--- config.mk ---
export PLATFORM = sky130hd
export DESIGN_NAME = gpio_bank_drive
export DESIGN_NICKNAME = d
export VERILOG_FILES = /design/src/rtl/gpb_pkg.sv /design/src/rtl/gpb_sync.sv /design/src/rtl/gpb_pad_drive.sv /design/src/rtl/gpb_regfile.sv /design/src/rtl/gpio_bank_drive.sv
export SDC_FILE = /design/constraint.sdc
export NUM_CORES = 1
export LEC_CHECK = 0
export BUFFER_PORTS_ARGS = -buffer_cell sky130_fd_sc_hd__buf_4
export CAP_MARGIN = 0
export CORE_MARGIN = 8
export CORE_UTILIZATION = 40
export DETAILED_ROUTE_END_ITERATION = 8
export SETUP_SLACK_MARGIN = 0.4
export SLEW_MARGIN = 20
export SYNTH_ARGS = -nofsm -noshare
export SYNTH_HDL_FRONTEND = slang
export SYNTH_HIERARCHICAL = 1
export SYNTH_SLANG_ARGS = --single-unit
export TNS_END_PERCENT = 30
--- constraint.sdc ---
create_clock -name clk -period 1.5 [get_ports clk]
set_input_delay 0.075 -clock clk [delete_from_list [all_inputs] [get_ports clk]]
set_output_delay 0.075 -clock clk [all_outputs]
set_load 0.005 [all_outputs]
--- src/rtl/gpb_pkg.sv ---
package gpb_pkg;
    localparam int WIN_SLOTS = 4;

    typedef enum logic [1:0] {
        SEL_DIR  = 2'd0,
        SEL_DOUT = 2'd1,
        SEL_STAT = 2'd2,
        SEL_MODE = 2'd3
    } win_sel_e;
endpackage

--- src/rtl/gpb_sync.sv ---
module gpb_sync #(
    parameter int WIDTH = 8
) (
    input  logic             clk,
    input  logic             rst_n,
    input  logic [WIDTH-1:0] async_in,
    output logic [WIDTH-1:0] sync_out
);
    logic [WIDTH-1:0] stage1;

    always_ff @(posedge clk or negedge rst_n) begin
        if (!rst_n) begin
            stage1   <= '0;
            sync_out <= '0;
        end else begin
            stage1   <= async_in;
            sync_out <= stage1;
        end
    end
endmodule

--- src/rtl/gpb_pad_drive.sv ---
module gpb_pad_drive #(
    parameter int PIN_COUNT = 8
) (
    input  logic [PIN_COUNT-1:0] dir_q,
    input  logic [PIN_COUNT-1:0] dout_q,
    input  logic [PIN_COUNT-1:0] mode_q,
    output logic [PIN_COUNT-1:0] pad_out,
    output logic [PIN_COUNT-1:0] pad_oe
);
    for (genvar i = 0; i < PIN_COUNT; i++) begin : g_pin
        always_comb begin
            if (mode_q[i]) begin
                pad_out[i] = dout_q[i];
                pad_oe[i]  = dir_q[i];
            end else begin
                pad_out[i] = 1'b0;
                pad_oe[i]  = dir_q[i] & ~dout_q[i];
            end
        end
    end
endmodule

--- src/rtl/gpb_regfile.sv ---
module gpb_regfile
    import gpb_pkg::*;
#(
    parameter int ADDR_W    = 8,
    parameter int REG_W     = 8,
    parameter int PIN_COUNT = 8,
    parameter int WIN_BASE  = 'hF0
) (
    input  logic                 clk,
    input  logic                 rst_n,
    input  logic [ADDR_W-1:0]    addr,
    input  logic [REG_W-1:0]     wdata,
    input  logic                 wr_en,
    input  logic                 rd_en,
    input  logic [PIN_COUNT-1:0] stat_in,
    output logic [PIN_COUNT-1:0] dir_q,
    output logic [PIN_COUNT-1:0] dout_q,
    output logic [PIN_COUNT-1:0] mode_q,
    output logic [REG_W-1:0]     rd_data
);
    localparam logic [ADDR_W-1:0] BASE_A  = ADDR_W'(WIN_BASE);
    localparam logic [ADDR_W-1:0] SLOTS_A = ADDR_W'(WIN_SLOTS);

    logic [ADDR_W-1:0] offset;
    logic              hit;
    win_sel_e          sel;
    logic [REG_W-1:0]  rd_next;

    assign offset = addr - BASE_A;
    assign hit    = (offset < SLOTS_A);
    assign sel    = win_sel_e'(offset[1:0]);

    always_ff @(posedge clk or negedge rst_n) begin
        if (!rst_n) begin
            dir_q  <= '0;
            dout_q <= '0;
            mode_q <= '0;
        end else if (wr_en && hit) begin
            unique case (sel)
                SEL_DIR:  dir_q  <= wdata[PIN_COUNT-1:0];
                SEL_DOUT: dout_q <= wdata[PIN_COUNT-1:0];
                SEL_STAT: ;
                SEL_MODE: mode_q <= wdata[PIN_COUNT-1:0];
            endcase
        end
    end

    always_comb begin
        rd_next = '0;
        if (hit) begin
            unique case (sel)
                SEL_DIR:  rd_next[PIN_COUNT-1:0] = dir_q;
                SEL_DOUT: rd_next[PIN_COUNT-1:0] = dout_q;
                SEL_STAT: rd_next[PIN_COUNT-1:0] = stat_in;
                SEL_MODE: rd_next[PIN_COUNT-1:0] = mode_q;
            endcase
        end
    end

    always_ff @(posedge clk or negedge rst_n) begin
        if (!rst_n) rd_data <= '0;
        else if (rd_en) rd_data <= rd_next;
    end

    // an out-of-window read must yield zero
    a_r9_outside_reads_zero: assert property (@(posedge clk) disable iff (!rst_n)
        (rd_en && !hit) |=> (rd_data == '0));

    // the read result holds without a strobe
    a_r2_read_holds: assert property (@(posedge clk) disable iff (!rst_n)
        !rd_en |=> $stable(rd_data));

    // a write to the status slot leaves configuration untouched
    a_r10_status_readonly: assert property (@(posedge clk) disable iff (!rst_n)
        (wr_en && hit && sel == SEL_STAT) |=>
            ($stable(dir_q) && $stable(dout_q) && $stable(mode_q)));

    if (PIN_COUNT < REG_W) begin : g_upper_chk
        // bits above the pin count never read back as 1
        a_r8_upper_zero: assert property (@(posedge clk) disable iff (!rst_n)
            rd_data[REG_W-1:PIN_COUNT] == '0);
    end
endmodule

--- src/rtl/gpio_bank_drive.sv ---
module gpio_bank_drive #(
    parameter int ADDR_W    = 8,
    parameter int PIN_COUNT = 8,
    parameter int WIN_BASE  = 'hF0
) (
    input  logic                 clk,
    input  logic                 rst_n,
    input  logic [ADDR_W-1:0]    addr,
    input  logic [7:0]           wdata,
    input  logic                 wr_en,
    input  logic                 rd_en,
    output logic [7:0]           rd_data,
    input  logic [PIN_COUNT-1:0] pad_in,
    output logic [PIN_COUNT-1:0] pad_out,
    output logic [PIN_COUNT-1:0] pad_oe
);
    localparam int REG_W = 8;

    logic [PIN_COUNT-1:0] stat_q;
    logic [PIN_COUNT-1:0] dir_q;
    logic [PIN_COUNT-1:0] dout_q;
    logic [PIN_COUNT-1:0] mode_q;

    gpb_sync #(.WIDTH(PIN_COUNT)) u_sync (
        .clk      (clk),
        .rst_n    (rst_n),
        .async_in (pad_in),
        .sync_out (stat_q)
    );

    gpb_regfile #(
        .ADDR_W    (ADDR_W),
        .REG_W     (REG_W),
        .PIN_COUNT (PIN_COUNT),
        .WIN_BASE  (WIN_BASE)
    ) u_regs (
        .clk     (clk),
        .rst_n   (rst_n),
        .addr    (addr),
        .wdata   (wdata),
        .wr_en   (wr_en),
        .rd_en   (rd_en),
        .stat_in (stat_q),
        .dir_q   (dir_q),
        .dout_q  (dout_q),
        .mode_q  (mode_q),
        .rd_data (rd_data)
    );

    gpb_pad_drive #(.PIN_COUNT(PIN_COUNT)) u_drive (
        .dir_q   (dir_q),
        .dout_q  (dout_q),
        .mode_q  (mode_q),
        .pad_out (pad_out),
        .pad_oe  (pad_oe)
    );

    // an input pin never has its output enabled
    a_r3_input_no_drive: assert property (@(posedge clk) disable iff (!rst_n)
        (pad_oe & ~dir_q) == '0);

    // an open-drain pin only ever drives low
    a_r5_od_low_only: assert property (@(posedge clk) disable iff (!rst_n)
        (pad_oe & ~mode_q & pad_out) == '0);

    // a push-pull output is always enabled
    a_r4_pp_enabled: assert property (@(posedge clk) disable iff (!rst_n)
        ((dir_q & mode_q) & ~pad_oe) == '0);
endmodule

Yosys cells after proc, flatten, opt, wreduce, memory -nomap -nowiden --
Index checks and enable logic that the tools add are counted.
Word-level totals: memory bits (writable) 0, memories 0, bits of input ports 28, output and inout bits 24, bits in read-only memories 0, bits in latches 0, word-level logic and storage cells 50, register bits 48
Operators by class: muxes and demuxes 18, shifts and indexed selects 0, magnitude comparators 1, div/mod/pow operators 0, add/sub/neg operators 1, eq/ne operators 3, multipliers 0, reduce and logical (&&, ||, !) cells 5, bitwise operators 16
Operators with widths (number):
- $pmux W8 S4 | 1
- $mux W1 | 16
- $and A1 B1 Y1 | 8
- $lt A8 B3 Y1 const B | 1
- $mux W8 | 1
- $not A1 Y1 | 8
- $sub A8 B8 Y8 const B | 1
- $reduce_and A2 Y1 | 3
- $eq A2 B2 Y1 const B | 2
- $eq A2 B1 Y1 const B | 1
- $logic_not A2 Y1 | 1
- $logic_and A1 B1 Y1 | 1

Logic depth before layout (Yosys ltp) --
Gate-level depths: netlist (run 1).
word-level depth 4, mapped depth 5, mapped depth without buffers 3

Cells and area by module --
The synthesis (run 1) kept the hierarchy.
Modules (own cells, without submodules):
- gpb_regfile | area each 1461.4 um^2, cells an instance 87, sequential area each 800.8 um^2, instances 1
- gpb_sync | area each 400.4 um^2, cells an instance 16, sequential area each 400.4 um^2, instances 1
- gpb_pad_drive | area each 150.1 um^2, cells an instance 24, sequential area each 0.0 um^2, instances 1

Least setup slack after synthesis (run 1) --
No wires, ideal clock.
path type input to register, start point in addr[3], end point reg u_regs.mode_q[0], stages 5, setup time 0.125 ns, buffers on the path 2, data required time 1.375 ns, slack 0.013 ns, data arrival time 1.362 ns, path through or2_0 -> buf_2 -> or4_4 -> buf_6 -> mux2_4
On the way: longest elaborated chain between the ends 4
RTL lines:
- from (decl) | RTL line gpio_bank_drive.sv:8 | input logic [ADDR_W-1:0] addr,
- $sub A8 B8 Y8 | RTL line gpb_regfile.sv:29 | assign offset = addr - BASE_A;
- $lt A8 B3 Y1 | RTL line gpb_regfile.sv:30 | assign hit = (offset < SLOTS_A);
- $logic_and A1 B1 Y1 | RTL line gpb_regfile.sv:38 | end else if (wr_en && hit) begin
- $reduce_and A2 Y1 (no line)
- to (signal assigned) | RTL line gpb_regfile.sv:43 | SEL_MODE: mode_q <= wdata[PIN_COUNT-1:0];
- to (decl) | RTL line gpb_regfile.sv:18 | output logic [PIN_COUNT-1:0] mode_q,
Every way passes these cells. A chain may end at the register's enable or synchronous reset.

Worst setup path after layout (run 1) --
start point reg u_regs.mode_q[1], end point reg u_regs.rd_data[1]
On the way: longest elaborated chain between the ends 2
RTL lines:
- $pmux W8 S4 | RTL line gpb_regfile.sv:51 | unique case (sel)
- $mux W8 | RTL line gpb_regfile.sv:50 | if (hit) begin
- to (signal assigned) | RTL line gpb_regfile.sv:62 | else if (rd_en) rd_data <= rd_next;
- to (decl) | RTL line gpb_regfile.sv:19 | output logic [REG_W-1:0] rd_data
Every way passes these cells.

==> results.cfg, run 1 <==
[setup_path]
cp.buffers_inverters = 0
cp.required_ns = 1.69
worstPathCellList = mux4_2 -> a22o_1
crit_path_top_delay_cell = mux4_2
crit_arrival_ns = 1.39
ff2ff_path_depth = 2
cp_top_family = multiplexers
r2r-end = u_regs/rd_data[1]$_DFFE_PN0P_
critical_path_class = flop to flop
cp_max_fo = 4
worst_path_largest_cell_delay_ns = 0.49
start_kind = flop
endpoint_kind = flop
r2r-start = u_regs/mode_q[1]$_DFFE_PN0P_
reg2reg_slack_ns = 0.30

[hold_path]
hp-class = input port to flop
hold_path_depth = 2
hold_end = u_regs/mode_q[7]$_DFFE_PN0P_
min_from = wdata[7]

[global_route]
grt_pass1_wl_mm = 7.562
first_global_vias = 1513
grt_overflow_total = 0
grt_max_degree = 49
globalRouteTotalUtil = 0.1313
antenna_found_initial = 0

[logic_synthesis]
synth-simple-area-share = 0.06841
synth_area_leaders = dfrtp_1, mux2_2, mux4_2
ys_seq_area_frac = 0.5970
synth_top_area_frac = 0.5970
synth_nets = 155
synth_compound_area_frac = 0.06468
synthMuxAreaShare = 0.2388
synth_warnings = 6
yosysMostFrequentCell = dfrtp_1
synth_cells = 127
synth_edf_count = 0
synth_top_cell_by_area = dfrtp_1
synth_cell_types = 21
yosys_register_bits = 48
synth_ff_type = dfrtp_1
synth_top_family_by_area = multiplexers
postSynthAreaPerCell_um2 = 15.84
synth_fa_ha_area_frac = 0
synthTopCellsByCount = dfrtp_1, mux2_2, inv_1
synthXorXnorAreaFrac = 0
async_flop_share = 1.000
netlist_area_um2 = 2012

[placed_design]
gp_congestion = 0.7653
dpl_cell_area_um2 = 2532
port_buffers = 51
hpwl_mm = 3.318

[floorplan]
initial_core_util = 0.4042
num_rows = 26
core_um2 = 4977
die_w_um = 86.92
die_area_um2 = 7555
pin_count = 52
chipHeight_um = 86.92

[detailed_routing]
drc = 0
vias = 1310
ant_nets = 0
dr.pass1.iters = 4
drt-wirelength-per-cell_um = 16.68
routed_via_density = 4.764
routed_wl_mm = 4.587
drt_iter0_markers = 35

[finish]
diodes = 0
nets = 232
syn_to_final_growth_pct = 38.99
final_design_area_no_fill_um2 = 2796
drive_above_1_share = 0.5805

[sta]
post-route-period-util = 0.8025
setup-violations-final = 0
max_freq_mhz = 830.8
finalMaxSlewViolations = 0
skew_ns = 0.003405
rsz0062_at_grt = yes
tns_ns = 0
period_needed_ns = 1.204
hold_viol_final = 0
max_slew.worst_pin.slew_ns = 0.6045
relSlewSlack = 0.5970

[clock_tree]
numCtsBuffers = 5
cts_sinks = 48
cts_tree = built
clockBufferDepth = 2
clk_pin_slew_ns = 0.09
htree_levels = 2
clk_latency_ns = 0.29
clockRootBuffer = clkbuf_8

[pwr]
peakVddDrop_v = 0.0007469
power_density_nw_per_um2 = 913.9
p_leak_nw = 1.386
power_mw = 2.556

[flow_run]
maxCapViolations = 0

[status]
status = complete, no violations
## repair_timing
| item | in CTS | in global routing |
|---|---|---|
| setup endpoints to repair | 44 | 47 |
| hold endpoints to repair | 56 | 0 |
| buffers inserted | 2 | 2 |
| gates resized for setup | 4 | 6 |
| hold buffers | 9 | 0 |
| pin swaps | 7 | 5 |
## cell families (layout without fill, tap and decap cells)
kind of cell    after synthesis  count (layout)
flops                        48              48
simple gates                 17              17
buf+inv                      14              92
mux                          32              32
compound gates               16              16
## final cells by class
| cell class | count | area (µm²) |
|---|---|---|
| inverters | 10 | 37.54 |
| clock buffers | 5 | 68.82 |
| clock inverters | 3 | 42.54 |
| multi-input cells | 65 | 765.7 |
| repair buffers | 74 | 593.1 |
| flip-flops and latches | 48 | 1201 |
| fillers | 409 | 2181 |
| well taps | 70 | 87.58 |
## worst max-delay path by stage
stage | start | endpoint | slack (ns) | cells after the start
after global placement | addr[3] | u_regs/mode_q[3]$_DFFE_PN0P_ | -0.02 | 4
after detailed placement | addr[3] | u_regs/mode_q[0]$_DFFE_PN0P_ | -0.04 | 4
after CTS | u_regs/mode_q[1]$_DFFE_PN0P_ | u_regs/rd_data[1]$_DFFE_PN0P_ | 0.28 | 2
after global routing | u_regs/mode_q[7]$_DFFE_PN0P_ | u_regs/rd_data[7]$_DFFE_PN0P_ | 0.27 | 2
final | u_regs/mode_q[1]$_DFFE_PN0P_ | u_regs/rd_data[1]$_DFFE_PN0P_ | 0.30 | 2
after floorplan | addr[3] | u_regs/mode_q[0]$_DFFE_PN0P_ | 0.10 | 5
## power breakdown
group          switching, mW  internal (mW)  total, mW
sequential            0.0332           1.35       1.38
combinational          0.100          0.162      0.262
clock                  0.422          0.493      0.915
total                  0.555           2.00       2.56
## cells in the final DEF (no fill, tap or decap), drive strengths merged
| master | count |
|---|---|
| buf | 65 |
| dfrtp | 48 |
| mux2 | 24 |
| dlygate4sd3 | 9 |
| inv | 9 |
| and2 | 8 |
| mux4 | 8 |
| a22o | 8 |
| a21boi | 8 |
| clkbuf | 5 |
| clkinv | 2 |
| nor3 | 2 |
| bufinv | 1 |
| clkinvlp | 1 |
| or2 | 1 |
| nand4 | 1 |
| nor2 | 1 |
| nor4b | 1 |
| nand3b | 1 |
| nand2 | 1 |
| or4 | 1 |
## worst register-to-register path, delay by kind of cell (launching register included)
family / cells / cell delay, ns
AOI/OAI and AO/OA: 1 / 0.19
DFF: 1 / 0.42
muxes: 1 / 0.49
## routing by layer
layer  GRT usage  up-vias  part of all wire
met5           0        -                 0
met2      0.2394       30              0.55
li1            -      605                 -
met3     0.03962        4             0.037
met1      0.1423      671              0.40
met4     0.03756        0            0.0068
## flip-flops by register name, summed over array words and instances, names as in the netlist
name / count
u_regs/mode_q: 8
u_sync/stage1: 8
u_sync/sync_out: 8
u_regs/rd_data: 8
u_regs/dir_q: 8
u_regs/dout_q: 8
## stage by stage
stage / hold slack, ns / instances / util / setup WS (ns)
3_5_place_dp: 0.1248 / 254 / 0.5088 / -0.04303
2_1_floorplan: -0.2206 / 127 / - / 0.1022
4_1_cts: 0.02325 / 273 / 0.5543 / 0.2830
3_3_place_gp: 0.1135 / 254 / 0.5088 / -0.01833
6_report: 0.03044 / 275 / 0.5618 / 0.2963
5_1_grt: 0.01295 / 275 / 0.5618 / 0.2659
(Power assumes the default switching activity.)
==> run 2: changes to the inputs <==
- clock period: 1.5 -> 1.2 ns (I/O delays scaled with it)
==> run 2 against run 1 <==
First-iteration DRC count grew 17%. Critical path type unchanged. Combinational power up 74%. Critical path depth unchanged. Largest cell class unchanged. Design area increased by 16%. Clock skew hardly changed. Sequential share of layout area shrank 5.9 points. Setup slack worse by 0.28 ns. Register-to-register slack got worse by 0.28 ns. Final cell count up 9.8%.
==> results.cfg, run 2 (synthesis results as in run 1) <==
[status]
status = complete, no violations

[finish]
drive_above_1_share = 0.6724
diodes = 0
final_cells = 302
final_common_cell = buf_4
syn_to_final_growth_pct = 61.01
nets = 259
final_design_area_no_fill_um2 = 3239
mostFrequentLayoutCells = buf_4, dfrtp_1, buf_6

[setup_path]
startpoint = u_regs/mode_q[0]$_DFFE_PN0P_
ff2ff_path_depth = 2
cp-endpoint = u_regs/rd_data[0]$_DFFE_PN0P_
crit_arrival_ns = 1.38
cp_max_fo = 2
critical_path_class = flop to flop
r2r-start = u_regs/mode_q[0]$_DFFE_PN0P_
endpoint_kind = flop
cp.required_ns = 1.40
start_kind = flop
r2r-end = u_regs/rd_data[0]$_DFFE_PN0P_
reg2reg_slack_ns = 0.01

[detailed_routing]
ant_nets = 0
routed_wl_mm = 5.086
drt-wirelength-per-cell_um = 16.84
drt_iter0_markers = 41
dr.pass1.iters = 4
drc = 0
vias = 1419
routed_via_density = 4.699

[global_route]
grt_pass1_wl_mm = 7.921
antenna_found_initial = 0
first_global_vias = 1626
globalRouteTotalUtil = 0.1382
grt_overflow_total = 0
grt_max_degree = 49

[floorplan]
core_um2 = 4977
chipHeight_um = 86.92
pin_count = 52
num_rows = 26
die_w_um = 86.92
die_area_um2 = 7555
initial_core_util = 0.4042

[sta]
finalWorstSetupSlack_ns = 0.01160
max_slew.worst_pin.slew_ns = 0.4381
max_freq_mhz = 841.5
period_needed_ns = 1.188
finalMaxSlewViolations = 0
setup-violations-final = 0
relSlewSlack = 0.7079
tns_ns = 0
hold_viol_final = 0
skew_ns = 0.003495
rsz0062_at_grt = yes
post-route-period-util = 0.9903

[placed_design]
dp.cells = 276
hpwl_mm = 3.552
dpl_cell_area_um2 = 2698
port_buffers = 51
dp_worst_setup_slack_ns = -0.2923
gp_congestion = 0.7950

[clock_tree]
cts_sinks = 48
cts_tree = built
clk_latency_ns = 0.30
clockBufferDepth = 2
numCtsBuffers = 5
htree_levels = 2
clk_pin_slew_ns = 0.09
clockRootBuffer = clkbuf_8

[pwr]
power_density_nw_per_um2 = 1054
power_mw = 3.413
peakVddDrop_v = 0.0008242
p_leak_nw = 1.597

[hold_path]
hp-class = input port to flop

[flow_run]
maxCapViolations = 0
-- run 2: how the worst min path moves through the flow --
stage	start	slack (ns)	depth (start not counted)	endpoint
final	wdata[6]	0.007	2	u_regs/dir_q[6]$_DFFE_PN0P_
after global routing	wdata[7]	0.001	2	u_regs/dir_q[7]$_DFFE_PN0P_
after CTS	wdata[1]	0.0005	2	u_regs/mode_q[1]$_DFFE_PN0P_
after detailed placement	rst_n	0.11	1	u_sync/stage1[0]$_DFF_PN0_
after global placement	rst_n	0.10	1	u_sync/sync_out[5]$_DFF_PN0_
after floorplan	rst_n	-0.24	0	u_regs/dir_q[0]$_DFFE_PN0P_
-- run 2: cell type report --
class	instances	area, µm²
Clock buffer	6	82.58
Clock inverter	2	38.79
Fill cell	375	1738
Inverter	10	37.54
Multi-Input combinational cell	65	857.1
Sequential cell	48	1201
Tap cell	70	87.58
Timing Repair Buffer	101	934.6
-- run 2: stage by stage --
stage	util	hold WS, ns
after CTS	0.6121	0.0004503
after floorplan	-	-0.2356
after global routing	0.6508	0.001136
after global placement	0.5420	0.1036
final	0.6508	0.007355
after detailed placement	0.5420	0.1060
-- run 2: timing repair --
item / CTS / global route
setup endpoints to repair: 56 / 104
endpoints found under the hold margin: 56 / 0
resized for setup: 32 / 48
pin swaps: 10 / 16
hold buffers: 9 / 0
buffers inserted: 5 / 4
-- run 2: critical path, cell delays in order, from the launching register on --
cell     delay [ns]
dfrtp_1        0.41
mux4_2         0.49
a22o_1         0.19
-- run 2: report_power, final --
part	total, mW	switching [mW]	leakage [nW]	internal [mW]
combinational	0.456	0.162	0.907	0.294
sequential	1.72	0.0371	0.629	1.68
clock	1.24	0.556	0.0614	0.682
-- run 2: per-layer routing --
layer | up-vias | track usage | share of wire
li1 | 659 | - | -
met3 | 7 | 0.04151 | 0.045
met5 | - | 0 | 0
met2 | 30 | 0.2491 | 0.54
met1 | 723 | 0.1496 | 0.40
met4 | 0 | 0.04695 | 0.015
==> run 3: changes to the inputs <==
- RECOVER_POWER: default -> 100
==> run 3 against run 2 <==
Highest routed layer unchanged. The flow now finishes with violations (negative hold slack). Sequential power is essentially flat. Combinational power shrank 9.4%. Routed wire length shrank 1.6%. Global-route usage is the same. Count of clock-buffer cells in the layout is the same. Critical endpoint unchanged. Utilization shrank 3.0 points. Flip-flop and latch count is the same. Via count shrank 0.92%. Maximum frequency grew 0.74%. Critical path depth is the same.
==> results.cfg, run 3 (synthesis results as in run 1) <==
[status]
status = complete, but fails checks
violations = negative hold slack

[clock_tree]
cts_sinks = 48
clockBufferDepth = 2
cts_tree = built
clk_pin_slew_ns = 0.09
clockRootBuffer = clkbuf_8
htree_levels = 2
clk_latency_ns = 0.30
numCtsBuffers = 5

[setup_path]
startpoint = u_regs/mode_q[0]$_DFFE_PN0P_
cp_top_family = multiplexers
worstPathCellList = mux4_2 -> a22o_1
worst_path_largest_cell_delay_ns = 0.48
cp_max_fo = 2
start_kind = flop
cp.buffers_inverters = 0
crit_arrival_ns = 1.37
critical_path_class = flop to flop
crit_path_top_delay_cell = mux4_2
endpoint_kind = flop
cp.required_ns = 1.39
r2r-start = u_regs/mode_q[0]$_DFFE_PN0P_

[placed_design]
gp_congestion = 0.7950
hpwl_mm = 3.552
port_buffers = 51
dpl_cell_area_um2 = 2698

[sta]
period_needed_ns = 1.180
post-route-period-util = 0.9831
rsz0062_at_grt = yes
hold_viol_final = 5
relSlewSlack = 0.5604
max_slew.worst_pin.slew_ns = 0.6595
setup-violations-final = 0
max_freq_mhz = 847.7
skew_ns = 0.004485
holdWs_ns = -0.006760
finalMaxSlewViolations = 0

[floorplan]
chipHeight_um = 86.92
core_um2 = 4977
die_w_um = 86.92
pin_count = 52
initial_core_util = 0.4042
num_rows = 26
die_area_um2 = 7555

[finish]
final_design_area_no_fill_um2 = 3088
final_common_cell = dfrtp_1
syn_to_final_growth_pct = 53.48
drive_above_1_share = 0.5603
mostFrequentLayoutCells = dfrtp_1, buf_4, buf_6
fillers = 428
diodes = 0
nets = 259

[detailed_routing]
drt-wirelength-per-cell_um = 16.57
routed_via_density = 4.656
vias = 1406
ant_nets = 0
drt_iter0_markers = 45
dr.pass1.iters = 2
routed_wl_mm = 5.003
drc = 0

[global_route]
grt_pass1_wl_mm = 7.921
antenna_found_initial = 0
globalRouteTotalUtil = 0.1382
grt_max_degree = 49
first_global_vias = 1626
grt_overflow_total = 0

[pwr]
p_leak_nw = 1.514
power_density_nw_per_um2 = 1088
peakVddDrop_v = 0.0008202

[hold_path]
min_from = wdata[5]
hp-class = input port to flop

[flow_run]
maxCapViolations = 0
-- run 3: changes by cell type in the layout (fill, tap and decap cells not counted), sizes merged --
cell,before,now
clkbuf,6,29
buf,92,64
clkdlybuf4s25,0,5
-- run 3: through the flow --
stage | std cells | power (mW) | TNS [ns] | setup WS (ns) | utilization
global route | 302 | 3.488 | -0.02167 | -0.006862 | 0.6204
finish | 302 | 3.359 | 0 | 0.02029 | 0.6204
detailed placement | 276 | 2.099 | -6.585 | -0.2923 | 0.5420
global placement | 276 | 2.087 | -6.434 | -0.2732 | 0.5420
floorplan | 127 | 1.871 | -3.856 | -0.1828 | -
CTS | 298 | 3.381 | 0 | 0.01428 | 0.6121
-- run 3: area by class of cell --
cell class              instances  area [µm²]  share of cell area
flip-flops and latches         48        1201              0.3890
well taps                      70       87.58             0.02836
repair buffers                101       855.8              0.2771
clock buffers                   6       82.58             0.02674
multi-input cells              65       784.5              0.2541
inverters                      10       37.54             0.01216
clock inverters                 2       38.79             0.01256
-- run 3: final timing paths --
| check | to | slack, ns | depth (start not counted) |
|---|---|---|---|
| setup / recovery | u_regs/rd_data[0]$_DFFE_PN0P_ | 0.02 | 2 |
| hold / removal | u_regs/dir_q[5]$_DFFE_PN0P_ | -0.007 | 2 |
| setup reg to reg | u_regs/rd_data[0]$_DFFE_PN0P_ | 0.02 | 2 |
| hold reg to reg | u_sync/sync_out[3]$_DFF_PN0_ | 0.36 | 0 |
| max in group asynchronous | u_sync/sync_out[6]$_DFF_PN0_ | 0.41 | 2 |
| min in group asynchronous | u_sync/stage1[0]$_DFF_PN0_ | 0.35 | 2 |
-- run 3: report_power, final --
part           internal, mW  switching (mW)
registers              1.68          0.0347
clock network         0.682           0.547
logic                 0.257           0.156
-- run 3: worst register-to-register path: cells and delay by family, from the launching register on --
kind	cells	cell delay, ns
flops	1	0.40
compound gates	1	0.19
mux	1	0.48
-- run 3: repair_timing --
action                                 CTS  global route
setup buffers                            5             4
endpoints found under the hold margin   56             0
setup endpoints to repair               56           104
hold buffers                             9             0
resized for setup                       32            48
pin swaps                               10            16
-- run 3: per-layer routing --
layer / track usage / vias to the layer above / share of wire
li1: - / 662 / -
met1: 0.1496 / 717 / 0.39
met2: 0.2491 / 23 / 0.55
met3: 0.04151 / 4 / 0.041
met4: 0.04695 / 0 / 0.014
met5: 0 / - / 0
